File: src/rtl/msix_vector_ctrl.sv
module msix_vector_ctrl #(
  parameter int NVEC = 8,
  parameter int CNTW = 4,
  localparam int VW = (NVEC > 1) ? $clog2(NVEC) : 1,
  localparam int IW = VW + 1,
  localparam int TAW = VW + 4,
  localparam int PBITS = ((NVEC + 63) / 64) * 64,
  localparam int PAW = $clog2(PBITS / 8)
) (
  input  logic           clk,
  input  logic           rst_n,
  input  logic           ctl_we,
  input  logic           ctl_enable,
  input  logic           ctl_maskall,
  input  logic           tbl_we,
  input  logic [TAW-1:0] tbl_addr,
  input  logic [3:0]     tbl_be,
  input  logic [31:0]    tbl_wdata,
  output logic [31:0]    tbl_rdata,
  input  logic [PAW-1:0] pba_addr,
  output logic [31:0]    pba_rdata,
  input  logic           req_valid,
  input  logic [IW-1:0]  req_vec,
  input  logic           use_inc,
  input  logic           use_dec,
  input  logic [IW-1:0]  use_vec,
  output logic           msg_valid,
  input  logic           msg_ready,
  output logic [63:0]    msg_addr,
  output logic [31:0]    msg_data,
  output logic           intx_deassert
);

  logic            en_q, mall_q, intx_q;
  logic [31:0]     alo [NVEC];
  logic [31:0]     ahi [NVEC];
  logic [31:0]     dat [NVEC];
  logic [CNTW-1:0] use_q [NVEC];
  logic [NVEC-1:0] vmask_q, pend_q, send_q;
  logic            mv_q;
  logic [63:0]     ma_q;
  logic [31:0]     md_q;

  logic [VW-1:0]   tvec;
  logic [1:0]      tfld;
  logic            tin, wr_ok;
  assign tvec  = tbl_addr[TAW-1:4];
  assign tfld  = tbl_addr[3:2];
  assign tin   = {1'b0, tvec} < IW'(NVEC);
  assign wr_ok = tbl_we && (tbl_be == 4'hF) && (tbl_addr[1:0] == 2'b00) && tin;

  logic en_n, mall_n, fm_old, fm_new;
  assign en_n   = ctl_we ? ctl_enable  : en_q;
  assign mall_n = ctl_we ? ctl_maskall : mall_q;
  assign fm_old = !en_q || mall_q;
  assign fm_new = !en_n || mall_n;

  logic [NVEC-1:0] vmask_n, masked_old, masked_new, replay;
  logic [NVEC-1:0] inc_v, dec_v, hit_v, clr_v, send_set, sel_oh;
  logic [VW-1:0]   sel;
  logic            load;

  always_comb begin
    vmask_n = vmask_q;
    if (wr_ok && tfld == 2'd3) vmask_n[tvec] = tbl_wdata[0];
    for (int i = 0; i < NVEC; i++) begin
      inc_v[i] = use_inc && (use_vec == IW'(i));
      dec_v[i] = use_dec && (use_vec == IW'(i));
      hit_v[i] = req_valid && (req_vec == IW'(i)) && (use_q[i] != '0);
      clr_v[i] = dec_v[i] && !inc_v[i] && (use_q[i] == CNTW'(1));
    end
  end

  assign masked_old = {NVEC{fm_old}} | vmask_q;
  assign masked_new = {NVEC{fm_new}} | vmask_n;
  assign replay     = masked_old & ~masked_new & pend_q;
  assign send_set   = replay | (hit_v & ~masked_new);

  always_comb begin
    sel = '0;
    for (int i = NVEC - 1; i >= 0; i--)
      if (send_q[i]) sel = VW'(i);
  end

  assign load   = (|send_q) && (!mv_q || msg_ready);
  assign sel_oh = load ? (NVEC'(1) << sel) : '0;

  always_ff @(posedge clk or negedge rst_n) begin
    if (!rst_n) begin
      en_q    <= 1'b0;
      mall_q  <= 1'b0;
      intx_q  <= 1'b0;
      vmask_q <= '1;
      pend_q  <= '0;
      send_q  <= '0;
      mv_q    <= 1'b0;
      ma_q    <= '0;
      md_q    <= '0;
      for (int i = 0; i < NVEC; i++) begin
        alo[i]   <= '0;
        ahi[i]   <= '0;
        dat[i]   <= '0;
        use_q[i] <= '0;
      end
    end else begin
      en_q    <= en_n;
      mall_q  <= mall_n;
      intx_q  <= ctl_we && ctl_enable;
      vmask_q <= vmask_n;
      pend_q  <= (pend_q | (hit_v & masked_new)) & ~replay & ~clr_v;
      send_q  <= (send_q & ~sel_oh) | send_set;
      if (wr_ok) begin
        case (tfld)
          2'd0:    alo[tvec] <= tbl_wdata;
          2'd1:    ahi[tvec] <= tbl_wdata;
          2'd2:    dat[tvec] <= tbl_wdata;
          default: ;
        endcase
      end
      for (int i = 0; i < NVEC; i++) begin
        if (inc_v[i] && !dec_v[i] && use_q[i] != '1)
          use_q[i] <= use_q[i] + CNTW'(1);
        else if (dec_v[i] && !inc_v[i] && use_q[i] != '0)
          use_q[i] <= use_q[i] - CNTW'(1);
      end
      if (load) begin
        mv_q <= 1'b1;
        ma_q <= {ahi[sel], alo[sel]};
        md_q <= dat[sel];
      end else if (msg_ready) begin
        mv_q <= 1'b0;
      end
    end
  end

  always_comb begin
    tbl_rdata = '0;
    if (tin) begin
      case (tfld)
        2'd0:    tbl_rdata = alo[tvec];
        2'd1:    tbl_rdata = ahi[tvec];
        2'd2:    tbl_rdata = dat[tvec];
        default: tbl_rdata = {31'b0, vmask_q[tvec]};
      endcase
    end
  end

  logic [PBITS-1:0] pend_pad;
  assign pend_pad  = PBITS'(pend_q);
  assign pba_rdata = pend_pad[pba_addr[PAW-1:2]*32 +: 32];

  assign msg_valid     = mv_q;
  assign msg_addr      = ma_q;
  assign msg_data      = md_q;
  assign intx_deassert = intx_q;


  msg_hold_chk: assert property (@(posedge clk) disable iff (!rst_n)
    msg_valid && !msg_ready |=> msg_valid && $stable(msg_addr) && $stable(msg_data));


  intx_pulse_chk: assert property (@(posedge clk) disable iff (!rst_n)
    intx_deassert |-> $past(ctl_we && ctl_enable));


  pend_masked_chk: assert property (@(posedge clk) disable iff (!rst_n)
    (pend_q & ~({NVEC{!en_q || mall_q}} | vmask_q)) == '0);

  for (genvar g = 0; g < NVEC; g++) begin : g_chk

    pend_used_chk: assert property (@(posedge clk) disable iff (!rst_n)
      pend_q[g] |-> use_q[g] != '0);
  end

endmodule

File: config.mk
export PLATFORM = sky130hd
export DESIGN_NAME = msix_vector_ctrl
export DESIGN_NICKNAME = d
export VERILOG_FILES = /design/src/rtl/msix_vector_ctrl.sv
export SDC_FILE = /design/constraint.sdc
export NUM_CORES = 2
export LEC_CHECK = 0
export BUFFER_PORTS_ARGS = -buffer_cell sky130_fd_sc_hd__buf_2
export CORE_UTILIZATION = 35
export DETAILED_ROUTE_END_ITERATION = 6
export PLACE_DENSITY_LB_ADDON = 0.08
export SYNTH_ARGS = -nofsm -noshare
export SYNTH_HDL_FRONTEND = slang
export SYNTH_SLANG_ARGS = --single-unit
File: constraint.sdc
create_clock -name clk -period 3.2 [get_ports clk]
set_input_delay 0.16 -clock clk [delete_from_list [all_inputs] [get_ports clk]]
set_output_delay 0.16 -clock clk [all_outputs]
set_load 0.05 [all_outputs]
==> results.yml <==
logic_synthesis:
  synth_warnings: 0
  synth_top_cells_by_area: "dfrtp_1 49%, mux2_2 19%, mux2i_1 5.6%"
  synth.top_cell.area_share_pct: 48.6
  yosys.cell_types.count: 68
  syn_avg_cell_area_um2: 11.3
  synth_edf_count: 0
  synth-seq-area-share_pct: 49.0
  async_flop_share_pct: 100
  yosys.area.top_type: "dfrtp_1"
  synth_ff_type: "dfrtp_1"
  ys_ff_latch: 924
  synth_cells: 4156
  netlist_area_um2: 47200
clock_tree:
  clkSinkCount: 924
  cts_max_path_buffers: 3
  clk_pin_slew_ns: 0.06
  cts_buffers: 108
  htreeDepth: 3
  clk_latency_ns: 0.75
  cts_root_buf: "clkbuf_16"
  tritoncts: "built"
  cts_resized: 0
grt:
  grt_pass1_wl_um: 280000
  grt_pass1_vias: 37300
  overflow: 0
  antenna_found_initial: 4
  grt_util_all_layers_pct: 28.2
  grt_max_degree: 110
place:
  gp_congestion: 0.812
  pre_cts_ws_ns: 0.351
  port_buffers: 199
  postPlaceCellArea_um2: 52000
  dp_hpwl_um: 117000
critical_path:
  crit_chain: "mux4_2, a21oi_1, nand2_1, a21oi_1, buf_4, o21ai_0, buf_2"
  worstPathArrival_ns: 2.78
  cp-end-kind: "output port"
  path_common_cell: "a21oi_1"
  startpoint_type: "flip-flop"
  critPathRequiredTime_ns: 3.04
  rrSetupSlack_ns: 0.52
  cp_slowest_cell: "mux4_2"
  timing_worst_setup_path_type: "reg2out"
  cp_max_fo: 3
  path_buf_inv: 2
  cpPeakStageDelay_ns: 0.48
  path_delay_family: "compound AO/OA/AOI/OAI gates"
floorplan:
  core_area_um2: 134000
  io_pins: 226
  die_y_um: 369
  die_w_um: 369
  die_area_um2: 136000
  num_rows: 134
  initial_core_util_pct: 35.3
flow_run:
  maxCapViolations: 0
timing:
  relSlewSlack_pct: 39.3
  finalClockSkew_ns: 0.0382
  finalHoldViolCount: 0
  whs_ns: 0.0437
  setup_ws_ns: 0.262
  tightest_slew_ns: 0.911
  setup_viol: 0
  slew_violations: 0
  rsz0062_at_grt: "false"
  fmax_ghz: 0.340
  fin_crit_sh_pct: 91.8
  period_minus_slack_ns: 2.94
  fin_setup_tns_ns: 0
final_layout:
  fillers: 12800
  layout_common_cells: "915 x dfrtp_1, 805 x mux2_2, 386 x a21oi_1"
  multi_input_area_um2: 22600
  area_delta_synth_final_pct: 18.2
  final_area_um2: 55700
  drive_gt1_share_pct: 33.6
  layout_commonest_cell: "dfrtp_1"
  antenna_cells: 0
  layout.nets: 4456
  regArea_um2: 23100
route:
  drc: 26
  wire_per_inst_um: 31.0
  drt_iter0_drc: 2927
  drtAntennaViolNets: 0
  wl_um: 193000
  dr.pass1.iters: 7
  avgViaCountPerCell: 5.94
  routed-via-count: 36900
run_status:
  failed_checks: "design-rule violations"
  status: "finished with violations"
pwr:
  p_leak_nw: 26.0
  power_density_nw_per_um2: 710
  ir_worst_vdd_mv: 1.06
  finalPower_mw: 39.6
min_path:
  hold_class: "in2reg"
==> Yosys cell counts (4+ instances only) <==
cell type / count
a22oi_1: 81
nand2b_1: 8
mux2_2: 805
a311oi_1: 10
nor3_1: 123
nor2b_1: 23
a221oi_1: 86
a22o_1: 20
o211a_1: 5
a2111oi_0: 5
clkbuf_1: 199
a21oi_1: 387
o21ai_0: 117
a222oi_1: 4
mux4_2: 32
buf_2: 115
o41ai_1: 10
dfrtp_1: 916
o21a_1: 7
xnor2_1: 18
mux2i_1: 264
nand4_1: 14
buf_1: 44
nor2_1: 227
buf_4: 25
or3_1: 9
nand3_1: 26
nor4_1: 11
nand3b_1: 6
nand2_1: 116
dfstp_2: 8
mux2_1: 13
inv_1: 25
a211oi_1: 10
o211ai_1: 16
o2111ai_1: 4
a221o_1: 9
ha_1: 24
o21ai_1: 158
o31ai_1: 4
o22ai_1: 107
and2_1: 13
or3b_2: 6
xor2_1: 6
==> flip-flops by register name, indices dropped and copies added (netlist names) <==
name,cells
vmask_q,8
pend_q,8
en_q,1
msg_data,32
ahi,256
msg_addr,64
msg_valid,1
intx_deassert,1
dat,256
use_q,32
alo,256
mall_q,1
send_q,8
==> per-stage QoR <==
stage	std cells	util [%]
CTS	6214	41.7
floorplan	4179	-
detailed placement	5989	38.9
finish	6214	41.7
global route	6214	41.7
global placement	5989	38.9
==> area by class of cell <==
type,count,share of cell area [%]
clock buffers,163,5.67
well taps,1768,3.97
clock inverters,25,0.404
flip-flops and latches,924,41.5
multi-input cells,2845,40.6
repair buffers,463,7.66
inverters,26,0.177
==> cells by family (layout without fill, tap and decap cells) <==
logic type                 Yosys count  after routing  share of synthesized area, %
AOI/OAI and AO/OA                 1067           1067                          13.7
buffers and inverters              410            677                          3.78
xor gates and xnor gates            24             24                         0.446
DFF                                924            924                          49.0
other                                1             24                       0.00795
muxes                             1114           1114                          26.7
adders and majority gates           24             24                         0.637
and+or+nand+nor                    592            592                          5.71
==> layer usage <==
metal	vias to the layer above	share of wire, %	GRT usage (%)	wire length, µm
met5	-	0	0	0
met1	19700	46	40.1	88000
met3	254	5.5	3.76	10600
met4	0	2.6	7.44	5070
li1	15800	-	-	-
met2	1172	46	44.8	89300
==> where the power goes <==
| part | total, mW | internal, mW | switching (mW) |
|---|---|---|---|
| Clock | 12.1 | 6.85 | 5.27 |
| Sequential | 13.4 | 12.5 | 0.906 |
| Combinational | 14.0 | 4.17 | 9.87 |
==> final timing paths <==
path | start | endpoint | cells after the start
setup / recovery | alo[54] | tbl_rdata[22] | 7
hold / removal | tbl_wdata[26] | dat[218] | 2
setup reg to reg | send_q[2] | msg_addr[59] | 7
hold reg to reg | use_q[23] | use_q[23] | 1
max in group asynchronous | rst_n | ahi[177] | 3
min in group asynchronous | rst_n | dat[232] | 2
==> repair_timing <==
action                    4_1_cts  5_1_grt
hold endpoints to repair      452        0
hold buffers                   37        0
buffers inserted                0        0
Note: power is estimated with default switching activity, not from simulation.
